$ cat src/rtl/sram_ctl_pkg.sv
`timescale 1ns/1ps
package sram_ctl_pkg;

  typedef enum logic [2:0] {
    PH_IDLE   = 3'd0,
    PH_READ   = 3'd1,
    PH_WSETUP = 3'd2,
    PH_WPULSE = 3'd3,
    PH_WHOLD  = 3'd4
  } phase_e;

  function automatic int imax(input int a, input int b);
    return (a > b) ? a : b;
  endfunction

  // nanoseconds to whole clock cycles, rounded up
  function automatic int ns_cycles(input int ns, input int per);
    return (ns <= 0) ? 0 : (ns + per - 1) / per;
  endfunction

  function automatic int setup_cycles(input int t_as, input int per);
    return imax(1, ns_cycles(t_as, per));
  endfunction

  function automatic int hold_cycles(input int t_dh, input int per);
    return imax(1, ns_cycles(t_dh, per));
  endfunction

  function automatic int pulse_cycles(input int t_wp, input int t_dw, input int t_bw,
                                      input int t_wc, input int t_as, input int t_dh,
                                      input int per);
    int edge_min;
    int cyc_min;
    edge_min = imax(ns_cycles(t_wp, per), imax(ns_cycles(t_dw, per), ns_cycles(t_bw, per)));
    cyc_min  = ns_cycles(t_wc, per) - setup_cycles(t_as, per) - hold_cycles(t_dh, per);
    return imax(1, imax(edge_min, cyc_min));
  endfunction

  // chip select low window of a read; one idle cycle follows it
  function automatic int read_cycles(input int t_acc, input int t_rc, input int per);
    return imax(1, imax(ns_cycles(t_acc, per), ns_cycles(t_rc, per) - 1));
  endfunction

  // idle cycles a write waits after a read so the RAM has released the bus
  function automatic int turn_cycles(input int t_ohz, input int t_as, input int per);
    return imax(0, ns_cycles(t_ohz, per) - setup_cycles(t_as, per) - 1);
  endfunction

endpackage

$ cat src/rtl/sram_ctl_seq.sv
`timescale 1ns/1ps
module sram_ctl_seq
  import sram_ctl_pkg::*;
#(
  parameter int RD_CYC = 6,
  parameter int SU_CYC = 1,
  parameter int PL_CYC = 4,
  parameter int HD_CYC = 1
) (
  input  logic clk,
  input  logic rst_n,
  input  logic start,
  input  logic start_wr,
  output logic idle,
  output logic act_nx,
  output logic rd_capture,
  output logic cs_n,
  output logic we_n,
  output logic oe_n,
  output logic drv
);

  localparam int MAXC  = imax(imax(RD_CYC, SU_CYC), imax(PL_CYC, HD_CYC));
  localparam int CNT_W = $clog2(MAXC + 1);

  phase_e           ph_q, ph_nx;
  logic [CNT_W-1:0] cnt_q, cnt_nx;
  logic             ph_done;

  function automatic logic [CNT_W-1:0] len_of(input int n);
    return CNT_W'(n - 1);
  endfunction

  assign ph_done = (cnt_q == '0);
  assign idle    = (ph_q == PH_IDLE);
  assign act_nx  = (ph_nx != PH_IDLE);

  always_comb begin
    ph_nx      = ph_q;
    cnt_nx     = ph_done ? cnt_q : cnt_q - 1'b1;
    rd_capture = 1'b0;
    unique case (ph_q)
      PH_IDLE: begin
        cnt_nx = '0;
        if (start) begin
          ph_nx  = start_wr ? PH_WSETUP : PH_READ;
          cnt_nx = start_wr ? len_of(SU_CYC) : len_of(RD_CYC);
        end
      end
      PH_READ: begin
        if (ph_done) begin
          ph_nx      = PH_IDLE;
          rd_capture = 1'b1;
        end
      end
      PH_WSETUP: begin
        if (ph_done) begin
          ph_nx  = PH_WPULSE;
          cnt_nx = len_of(PL_CYC);
        end
      end
      PH_WPULSE: begin
        if (ph_done) begin
          ph_nx  = PH_WHOLD;
          cnt_nx = len_of(HD_CYC);
        end
      end
      PH_WHOLD: begin
        if (ph_done) ph_nx = PH_IDLE;
      end
      default: begin
        ph_nx  = PH_IDLE;
        cnt_nx = '0;
      end
    endcase
  end

  always_ff @(posedge clk or negedge rst_n) begin
    if (!rst_n) begin
      ph_q  <= PH_IDLE;
      cnt_q <= '0;
      cs_n  <= 1'b1;
      we_n  <= 1'b1;
      oe_n  <= 1'b1;
      drv   <= 1'b0;
    end else begin
      ph_q  <= ph_nx;
      cnt_q <= cnt_nx;
      cs_n  <= (ph_nx == PH_IDLE);
      we_n  <= (ph_nx != PH_WPULSE);
      oe_n  <= (ph_nx != PH_READ);
      drv   <= (ph_nx == PH_WPULSE) || (ph_nx == PH_WHOLD);
    end
  end

  AST_STROBE_EXCL: assert property (@(posedge clk) disable iff (!rst_n) $onehot0({~we_n, ~oe_n})) else $error("we/oe both low");
  AST_WE_FRAMED: assert property (@(posedge clk) disable iff (!rst_n) !we_n |-> !cs_n) else $error("write strobe outside select");
  AST_HOLD_AFTER_WE: assert property (@(posedge clk) disable iff (!rst_n) $rose(we_n) |-> !cs_n && drv) else $error("no hold cycle");
  AST_CAPTURE_READ: assert property (@(posedge clk) disable iff (!rst_n) rd_capture |-> !oe_n && !cs_n) else $error("capture outside read");

endmodule

$ cat src/rtl/sram_ctl_turn.sv
`timescale 1ns/1ps
module sram_ctl_turn #(
  parameter int TURN_CYC = 1
) (
  input  logic clk,
  input  logic rst_n,
  input  logic rd_done,
  output logic block
);

  localparam int TW = (TURN_CYC > 0) ? $clog2(TURN_CYC + 1) : 1;

  logic [TW-1:0] left_q;

  assign block = (left_q != '0);

  always_ff @(posedge clk or negedge rst_n) begin
    if (!rst_n) begin
      left_q <= '0;
    end else if (rd_done) begin
      left_q <= TW'(TURN_CYC);
    end else if (block) begin
      left_q <= left_q - 1'b1;
    end
  end

  AST_TURN_COUNTS_DOWN: assert property (@(posedge clk) disable iff (!rst_n) (block && !rd_done) |=> (left_q < $past(left_q))) else $error("turn counter stuck");

endmodule

$ cat src/rtl/sram_ctl_dpath.sv
`timescale 1ns/1ps
module sram_ctl_dpath #(
  parameter int AW    = 18,
  parameter int DW    = 16,
  parameter int LANES = 2
) (
  input  logic             clk,
  input  logic             rst_n,
  input  logic             load,
  input  logic [AW-1:0]    ld_addr,
  input  logic [DW-1:0]    ld_data,
  input  logic [LANES-1:0] ld_mask,
  input  logic             act_nx,
  input  logic             capture,
  input  logic [DW-1:0]    dq_in,
  output logic [AW-1:0]    mem_addr,
  output logic [DW-1:0]    wr_data,
  output logic [LANES-1:0] lane_n,
  output logic [DW-1:0]    rd_data,
  output logic             rd_valid
);

  localparam int LW = DW / LANES;

  logic [LANES-1:0] mask_q, mask_use, lane_nx;
  logic [DW-1:0]    rd_nx;

  assign mask_use = load ? ld_mask : mask_q;

  for (genvar g = 0; g < LANES; g++) begin : g_lane
    assign lane_nx[g]          = ~(act_nx & mask_use[g]);
    assign rd_nx[g*LW +: LW]   = mask_q[g] ? dq_in[g*LW +: LW] : '0;
  end

  always_ff @(posedge clk or negedge rst_n) begin
    if (!rst_n) begin
      mem_addr <= '0;
      wr_data  <= '0;
      mask_q   <= '0;
      lane_n   <= '1;
      rd_data  <= '0;
      rd_valid <= 1'b0;
    end else begin
      if (load) begin
        mem_addr <= ld_addr;
        wr_data  <= ld_data;
        mask_q   <= ld_mask;
      end
      lane_n   <= lane_nx;
      rd_valid <= capture;
      if (capture) rd_data <= rd_nx;
    end
  end

  AST_RDV_PULSE: assert property (@(posedge clk) disable iff (!rst_n) rd_valid |=> !rd_valid) else $error("rd_valid longer than one cycle");
  AST_RD_LOW_ZERO: assert property (@(posedge clk) disable iff (!rst_n) (rd_valid && !mask_q[0]) |-> (rd_data[LW-1:0] == '0)) else $error("disabled low lane nonzero");

endmodule

$ cat src/rtl/sram_seq_ctrl.sv
`timescale 1ns/1ps
module sram_seq_ctrl
  import sram_ctl_pkg::*;
#(
  parameter int AW            = 18,
  parameter int DW            = 16,
  parameter int CLK_PERIOD_NS = 10,
  parameter int T_RC_NS       = 55,
  parameter int T_ACC_NS      = 55,
  parameter int T_WC_NS       = 55,
  parameter int T_WP_NS       = 30,
  parameter int T_DW_NS       = 25,
  parameter int T_BW_NS       = 25,
  parameter int T_AS_NS       = 0,
  parameter int T_DH_NS       = 0,
  parameter int T_OHZ_NS      = 30
) (
  input  logic          clk,
  input  logic          rst_n,
  input  logic          req_valid,
  input  logic          req_write,
  input  logic [AW-1:0] req_addr,
  input  logic [DW-1:0] req_wdata,
  input  logic [1:0]    req_mask,
  output logic          req_ready,
  output logic [DW-1:0] rd_data,
  output logic          rd_valid,
  output logic [AW-1:0] mem_addr,
  output logic          mem_cs_n,
  output logic          mem_we_n,
  output logic          mem_oe_n,
  output logic          mem_lb_n,
  output logic          mem_ub_n,
  output logic [DW-1:0] mem_dq_out,
  output logic          mem_dq_oe,
  input  logic [DW-1:0] mem_dq_in
);

  localparam int LANES  = 2;
  localparam int RD_CYC = read_cycles(T_ACC_NS, T_RC_NS, CLK_PERIOD_NS);
  localparam int SU_CYC = setup_cycles(T_AS_NS, CLK_PERIOD_NS);
  localparam int HD_CYC = hold_cycles(T_DH_NS, CLK_PERIOD_NS);
  localparam int PL_CYC = pulse_cycles(T_WP_NS, T_DW_NS, T_BW_NS, T_WC_NS,
                                       T_AS_NS, T_DH_NS, CLK_PERIOD_NS);
  localparam int TURN   = turn_cycles(T_OHZ_NS, T_AS_NS, CLK_PERIOD_NS);

  // named internal events
  logic             seq_idle;
  logic             seq_act_nx;
  logic             ev_accept;
  logic             ev_start;
  logic             ev_rd_capture;
  logic             turn_block;
  logic [LANES-1:0] lane_n;

  assign req_ready = seq_idle && !(req_write && turn_block);
  assign ev_accept = req_valid && req_ready;
  assign ev_start  = ev_accept && (req_mask != '0);

  sram_ctl_seq #(
    .RD_CYC (RD_CYC),
    .SU_CYC (SU_CYC),
    .PL_CYC (PL_CYC),
    .HD_CYC (HD_CYC)
  ) u_seq (
    .clk        (clk),
    .rst_n      (rst_n),
    .start      (ev_start),
    .start_wr   (req_write),
    .idle       (seq_idle),
    .act_nx     (seq_act_nx),
    .rd_capture (ev_rd_capture),
    .cs_n       (mem_cs_n),
    .we_n       (mem_we_n),
    .oe_n       (mem_oe_n),
    .drv        (mem_dq_oe)
  );

  sram_ctl_turn #(
    .TURN_CYC (TURN)
  ) u_turn (
    .clk     (clk),
    .rst_n   (rst_n),
    .rd_done (ev_rd_capture),
    .block   (turn_block)
  );

  sram_ctl_dpath #(
    .AW    (AW),
    .DW    (DW),
    .LANES (LANES)
  ) u_dpath (
    .clk      (clk),
    .rst_n    (rst_n),
    .load     (ev_start),
    .ld_addr  (req_addr),
    .ld_data  (req_wdata),
    .ld_mask  (req_mask),
    .act_nx   (seq_act_nx),
    .capture  (ev_rd_capture),
    .dq_in    (mem_dq_in),
    .mem_addr (mem_addr),
    .wr_data  (mem_dq_out),
    .lane_n   (lane_n),
    .rd_data  (rd_data),
    .rd_valid (rd_valid)
  );

  assign mem_lb_n = lane_n[0];
  assign mem_ub_n = lane_n[1];

  AST_ADDR_STABLE: assert property (@(posedge clk) disable iff (!rst_n) !mem_we_n |-> $stable(mem_addr)) else $error("address moved under write strobe");
  AST_LANES_STABLE: assert property (@(posedge clk) disable iff (!rst_n) !mem_we_n |-> $stable({mem_lb_n, mem_ub_n})) else $error("lanes moved under write strobe");
  AST_NO_CONTEND: assert property (@(posedge clk) disable iff (!rst_n) mem_dq_oe |-> mem_oe_n) else $error("bus driven with output enable low");
  AST_WE_DRIVES: assert property (@(posedge clk) disable iff (!rst_n) !mem_we_n |-> mem_dq_oe) else $error("write strobe without data");
  AST_READY_IDLE: assert property (@(posedge clk) disable iff (!rst_n) req_ready |-> mem_cs_n) else $error("ready during access");
  AST_EMPTY_NOP: assert property (@(posedge clk) disable iff (!rst_n) (ev_accept && req_mask == 2'b00) |=> mem_cs_n) else $error("empty mask started access");
  AST_TURN_GAP: assert property (@(posedge clk) disable iff (!rst_n) $rose(mem_dq_oe) |-> $past(mem_oe_n, 1) && $past(mem_oe_n, 2)) else $error("drive too soon after read");
  AST_IDLE_LANES: assert property (@(posedge clk) disable iff (!rst_n) mem_cs_n |-> (mem_lb_n && mem_ub_n)) else $error("lane enable outside select");

endmodule

$ cat config.mk
export PLATFORM = sky130hd
export DESIGN_NAME = sram_seq_ctrl
export DESIGN_NICKNAME = d
export VERILOG_FILES = /design/src/rtl/sram_ctl_pkg.sv /design/src/rtl/sram_ctl_seq.sv /design/src/rtl/sram_ctl_turn.sv /design/src/rtl/sram_ctl_dpath.sv /design/src/rtl/sram_seq_ctrl.sv
export SDC_FILE = /design/constraint.sdc
export NUM_CORES = 1
export LEC_CHECK = 0
export BUFFER_PORTS_ARGS = -buffer_cell sky130_fd_sc_hd__buf_4
export CAP_MARGIN = 20
export CORE_ASPECT_RATIO = 0.75
export CORE_MARGIN = 5
export CORE_UTILIZATION = 48
export DETAILED_ROUTE_END_ITERATION = 12
export PLACE_DENSITY = 0.92
export SLEW_MARGIN = 40
export SYNTH_ARGS = -nofsm -noshare
export SYNTH_HDL_FRONTEND = slang
export SYNTH_SLANG_ARGS = --single-unit
$ cat constraint.sdc
create_clock -name clk -period 2.7 [get_ports clk]
set_clock_uncertainty 0.2 [all_clocks]
set_input_delay 0.54 -clock clk [delete_from_list [all_inputs] [get_ports clk]]
set_output_delay 0.54 -clock clk [all_outputs]
set_load 0.05 [all_outputs]
; ---- Word level (Yosys, flattened, before mapping)
; Index checks and enable logic that the tools add are counted.
[word_totals]
reg_bits = 66
inputBits = 56
elab_cells = 58
[op_classes]
n_addsub = 2
n_eq_ne = 8
muxes = 19
bitwise = 4
reduce_logical = 12
[op_table]
columns = op, count
row1 = two-way mux 3 bit, 9
row2 = case mux 3 bit (4 select lines), 2
row3 = two-way mux 8 bit, 2
row4 = == test 3 x 2 -> 1 bit (second input constant), 3
row5 = zero test 3 bit, 3
row6 = == test 3 bit (second input constant), 2
row7 = logical AND 1 bit, 4
row8 = two-way mux 1 bit, 4
row9 = two-way mux 2 bit, 2
row10 = == test 3 x 1 -> 1 bit (second input constant), 1
row11 = inequality test 3 x 1 -> 1 bit (second input constant), 1
row12 = inequality test 3 x 2 -> 1 bit (second input constant), 1
row13 = nonzero test 3 bit, 1
row14 = subtractor 3 x 1 -> 3 bit (second input constant), 1
row15 = bitwise AND 1 bit, 2
row16 = NOT 1 bit, 2
row17 = nonzero test 2 bit, 1
row18 = OR reduction 2 bit, 1
row19 = zero test 1 bit, 1
row20 = logical OR 1 bit, 1
row21 = subtractor 1 bit (second input constant), 1

; ---- Depth between registers and ports, before layout
[depth]
depth_word = 10
depth_mapped = 9
mapped_depth_nobuf = 8

; ---- By module
; From an unflattened synthesis, not the netlist that was laid out.
[hier_totals]
cells_unflattened = 219
hier_area_um2 = 2884.0
[modules_own_cells]
columns = module, n_inst, cells_per_inst, area_each_um2, seq_area_each_um2
row1 = sram_ctl_dpath, 1, 150, 2217.1, 1378.8
row2 = sram_ctl_seq, 1, 66, 620.6, 254.0
row3 = sram_ctl_turn, 1, 1, 25.0, 25.0
row4 = sram_seq_ctrl, 1, 2, 21.3, 0.0

; ---- Least setup slack after synthesis
; No wires, ideal clock.
[synth_timing]
path_type = flip-flop to flip-flop
from = register u_dpath.rd_valid (netlist name)
to = register u_dpath.mem_addr[10]
setup_ps = 125
t_arrival_ps = 2220
t_required_ps = 2375
setup_slack_ps = 155
path_stages_with_launch = 5
n_path_buf = 1
synth_period_minus_slack_ps = 2545
cell_sequence = dfrtp_1 a2111oi_4 o211ai_4 buf_6 mux2_4
[synth_rtl]
columns = element, line_no
row1 = to (signal assigned), sram_ctl_dpath.sv:45  ; mem_addr <= ld_addr;
row2 = to (decl), sram_ctl_dpath.sv:16  ; output logic [AW-1:0] mem_addr,

; ---- Worst setup path in the final report
[layout_timing]
from = register u_seq.ph_q[2]
to = output port req_ready
[layout_via]
elab_chain_len = 2
[layout_rtl]
columns = element, line_no
row1 = from (decl), sram_ctl_seq.sv:26  ; phase_e ph_q, ph_nx;
row2 = from (signal assigned), sram_ctl_seq.sv:87  ; ph_q <= ph_nx;
row3 = zero test 3 bit, sram_ctl_seq.sv:35  ; assign idle = (ph_q == PH_IDLE);
row4 = logical AND 1 bit, sram_seq_ctrl.sv:56  ; assign req_ready = seq_idle && !(req_write && turn_block);
row5 = to (decl), sram_seq_ctrl.sv:25  ; output logic req_ready,
; No other way between the ends.

==> impl_summary.log <==
[metrics] status: finished with violations
[metrics] violations in the final reports: negative hold slack
[metrics] mean instance size in the synthesized netlist: 13.1 um2
[metrics] initial core utilization: 0.487
[metrics] pin slew with the least headroom to its limit: 632 ps
[metrics] horizontal die dimension: 97.9 um
[metrics] share of power burned in the clock network: 0.123
[metrics] cell internal power dissipation: 2990 uW
[metrics] total number of nets in the final design: 384
[metrics] Max Root-Sink Buffers: 2
[metrics] leakage: 0.00196 uW
[metrics] part of the total power dissipated in sequential elements: 0.309
[metrics] hold_buf cts: 0
[metrics] Filler Cell Count: 451
[metrics] CTS root buffer: clkbuf_8
[metrics] routed vias: 2,029
[metrics] clock net sink count: 65
[metrics] clock latency on the worst-skew pair: 330 ps
[metrics] share of final-layout standard cells stronger than drive strength 1: 0.532
[metrics] Yosys warning total: 0
[metrics] required time reported for the critical path endpoint: 1960 ps
[metrics] critical path endpoint category: output pin
[metrics] overall routing resource usage: 0.183
[metrics] die area: 7430 um2
[metrics] input/output buffers: 113
[metrics] TritonCTS clock tree: built
[metrics] switching power of the nets: 2830 uW
[metrics] switching share of power: 0.486
[metrics] grt ovf: 0
[metrics] clock buffer count from CTS: 9
[metrics] worst slew margin relative to its limit: 0.579
[metrics] CP Max Fanout: 15
[metrics] period utilisation layout: 0.895
[metrics] most common cell after layout, fill and taps aside: buf_4
[metrics] Hold Crit Class: primary input to async pin
[metrics] depth of the CTS H-tree: 3
[metrics] Syn Nets: 272
[metrics] die height: 75.9 um
[metrics] synth-to-layout area growth: 38.0%
[metrics] number of pins exceeding their max-slew limit in the final report: 0
[metrics] # diodes: 0
[metrics] number of design-rule violations left by the first detailed-router iteration: 93
[metrics] Hold Vio Cnt, Final: 30
[metrics] pin count of the biggest net entering global routing: 66
[metrics] count of instances resized after the clock tree is built: 0
[metrics] FP Rows: 24
[metrics] first-pass GRT wire length: 10,500 um
[metrics] clock transition at the register clock pins on the worst setup and hold paths after CTS: 70 ps
[metrics] worst slack on hold paths: -38.8 ps
[metrics] post-detailed-placement half-perimeter wirelength: 4870 um
[metrics] Seq/Total Area, Yosys: 0.588
[metrics] vias per cell: 4.99
[metrics] Placer Congestion: 0.804
[metrics] DRC Markers: 0
[metrics] accumulated negative setup slack: 0 ps
[metrics] fraction of power consumed by combinational cells: 0.569
[metrics] critical path type: flop to output pin
[metrics] area after detailed placement: 3660 um2
[metrics] setup slack of the most critical reg-to-reg path: 450 ps
[metrics] worst endpoint data arrival time: 1680 ps
[metrics] buffers inserted during post-CTS setup optimization: 0
[metrics] commonest cells after routing, fill and taps aside: 113 x buf_4, 60 x dfrtp_1, 34 x nand2_1
[metrics] floorplan core area: 5710 um2
[metrics] initial antenna violation count: 0
[metrics] Pre-antenna DRT Iters: 5
[metrics] number of routed nets with antenna violations: 0
[metrics] Gate Count Post-Synth: 212
[metrics] Cell variety after synth: 33
[metrics] startpoint types: flop
[metrics] sum of routed wire length over all layers: 6570 um
[metrics] final setup vio count: 0
[metrics] via count of the first global-routing pass: 2,141
[metrics] WL per Instance: 16.1 um
[metrics] Layout Cell Area excl Fill: 3840 um2
[metrics] maximum frequency from static timing analysis: 414 MHz
[metrics] setup repair after global routing missed its margin: no
[metrics] Syn Std Cell Area: 2780 um2
[metrics] count of maximum capacitance violations: 0
[metrics] shortest clock period the worst path allows after layout: 2420 ps
[metrics] count of state elements after synthesis: 65
[metrics] worst vdd ir: 0.000825 V
[metrics] number of placed I/O pins: 114
[metrics] power density over the cells: 1520 nW/um2
==> power by group through the flow <==
stage	registers, uW	clock network [uW]	logic (uW)
after global placement	1780	0	3240
after detailed placement	1800	0	3340
after global routing	1860	778	3490
after floorplan	3030	0	1140
after CTS	1800	737	3340
final	1800	715	3310
==> cell type report <==
cell class | count | area (um2) | share of cell area
inverters | 5 | 18.8 | 0.00489
clock inverters | 7 | 46.3 | 0.0121
flip-flops and latches | 65 | 1630 | 0.426
well taps | 78 | 97.6 | 0.0254
multi-input cells | 129 | 1060 | 0.276
clock buffers | 9 | 124 | 0.0323
repair buffers | 114 | 860 | 0.224
==> path summary, 6_finish.rpt <==
| path | from | to | cells after the start |
|---|---|---|---|
| min reg2reg | u_dpath.rd_data[3] | u_dpath.rd_data[3] | 2 |
| max in group asynchronous | rst_n | u_seq.oe_n | 1 |
| min in group clk | req_addr[17] | u_dpath.mem_addr[17] | 2 |
| max reg2reg | u_seq.ph_q[2] | u_dpath.lane_n[1] | 5 |
| min | rst_n | u_dpath.mem_addr[17] | 1 |
| max | u_seq.ph_q[2] | req_ready | 2 |
==> critical path, stage by stage, from the launching register on <==
cell	delay, ps
dfrtp_1	570
a2111oi_4	500
buf_4	280
==> stage by stage <==
stage               total power (uW)  instances  hold WS, ps  setup slack (ps)  utilization
floorplan                       4170        212         44.4               155            -
global placement                5010        391          264               470        0.642
detailed placement              5140        391          271               372        0.642
CTS                             5880        407          103               272        0.671
global route                    6120        407         19.6               189        0.672
finish                          5820        407        -38.8               283        0.672
==> state kept, by name (all words and copies together) (netlist names), 2 cells and up <==
signal,cells
u_dpath.lane_n,2
u_dpath.mask_q,2
u_dpath.mem_addr,18
u_dpath.rd_data,16
u_dpath.wr_data,16
u_seq.cnt_q,3
u_seq.ph_q,3
==> cell families (layout without fill, tap and decap cells) <==
kind of cell | count (synthesis) | count (layout) | synth area share
xor+xnor | 1 | 1 | 0.00315
compound gates | 36 | 36 | 0.0883
mux | 37 | 37 | 0.190
fa+ha+maj | 4 | 4 | 0.0180
simple gates | 51 | 51 | 0.0806
flops | 65 | 65 | 0.588
buf+inv | 18 | 135 | 0.0324
==> cell usage after synthesis <==
cell,n,share of area
inv_1,5,0.0068
nand3b_1,1,0.0027
nor2b_1,1,0.0023
dfstp_2,5,0.047
mux2_2,6,0.024
a21oi_1,5,0.0090
o21a_1,1,0.0027
ha_1,4,0.018
buf_1,2,0.0027
o22ai_1,2,0.0045
a21oi_2,1,0.0032
o31a_1,2,0.0063
or3_1,2,0.0045
o21ai_1,1,0.0018
nand2b_1,3,0.0068
nand2_1,34,0.046
nand3_1,2,0.0036
clkbuf_1,8,0.011
a21o_1,1,0.0027
buf_6,3,0.012
a222oi_1,1,0.0036
o211ai_4,1,0.0077
a2111oi_4,1,0.0099
mux2i_1,1,0.0036
nor2_1,5,0.0068
dfrtp_1,60,0.54
o21ai_0,19,0.034
mux2_4,30,0.16
nor3b_1,1,0.0027
nor3_1,1,0.0018
xor2_1,1,0.0032
or4b_1,1,0.0036
o31ai_1,1,0.0027
==> layer usage <==
| metal | up-vias | GRT usage | part of all wire |
|---|---|---|---|
| li1 | 950 | - | - |
| met1 | 999 | 0.207 | 0.40 |
| met2 | 71 | 0.311 | 0.51 |
| met3 | 9 | 0.0842 | 0.078 |
| met4 | 0 | 0.0722 | 0.011 |
| met5 | - | 0 | 0 |
(Power assumes the default switching activity.)
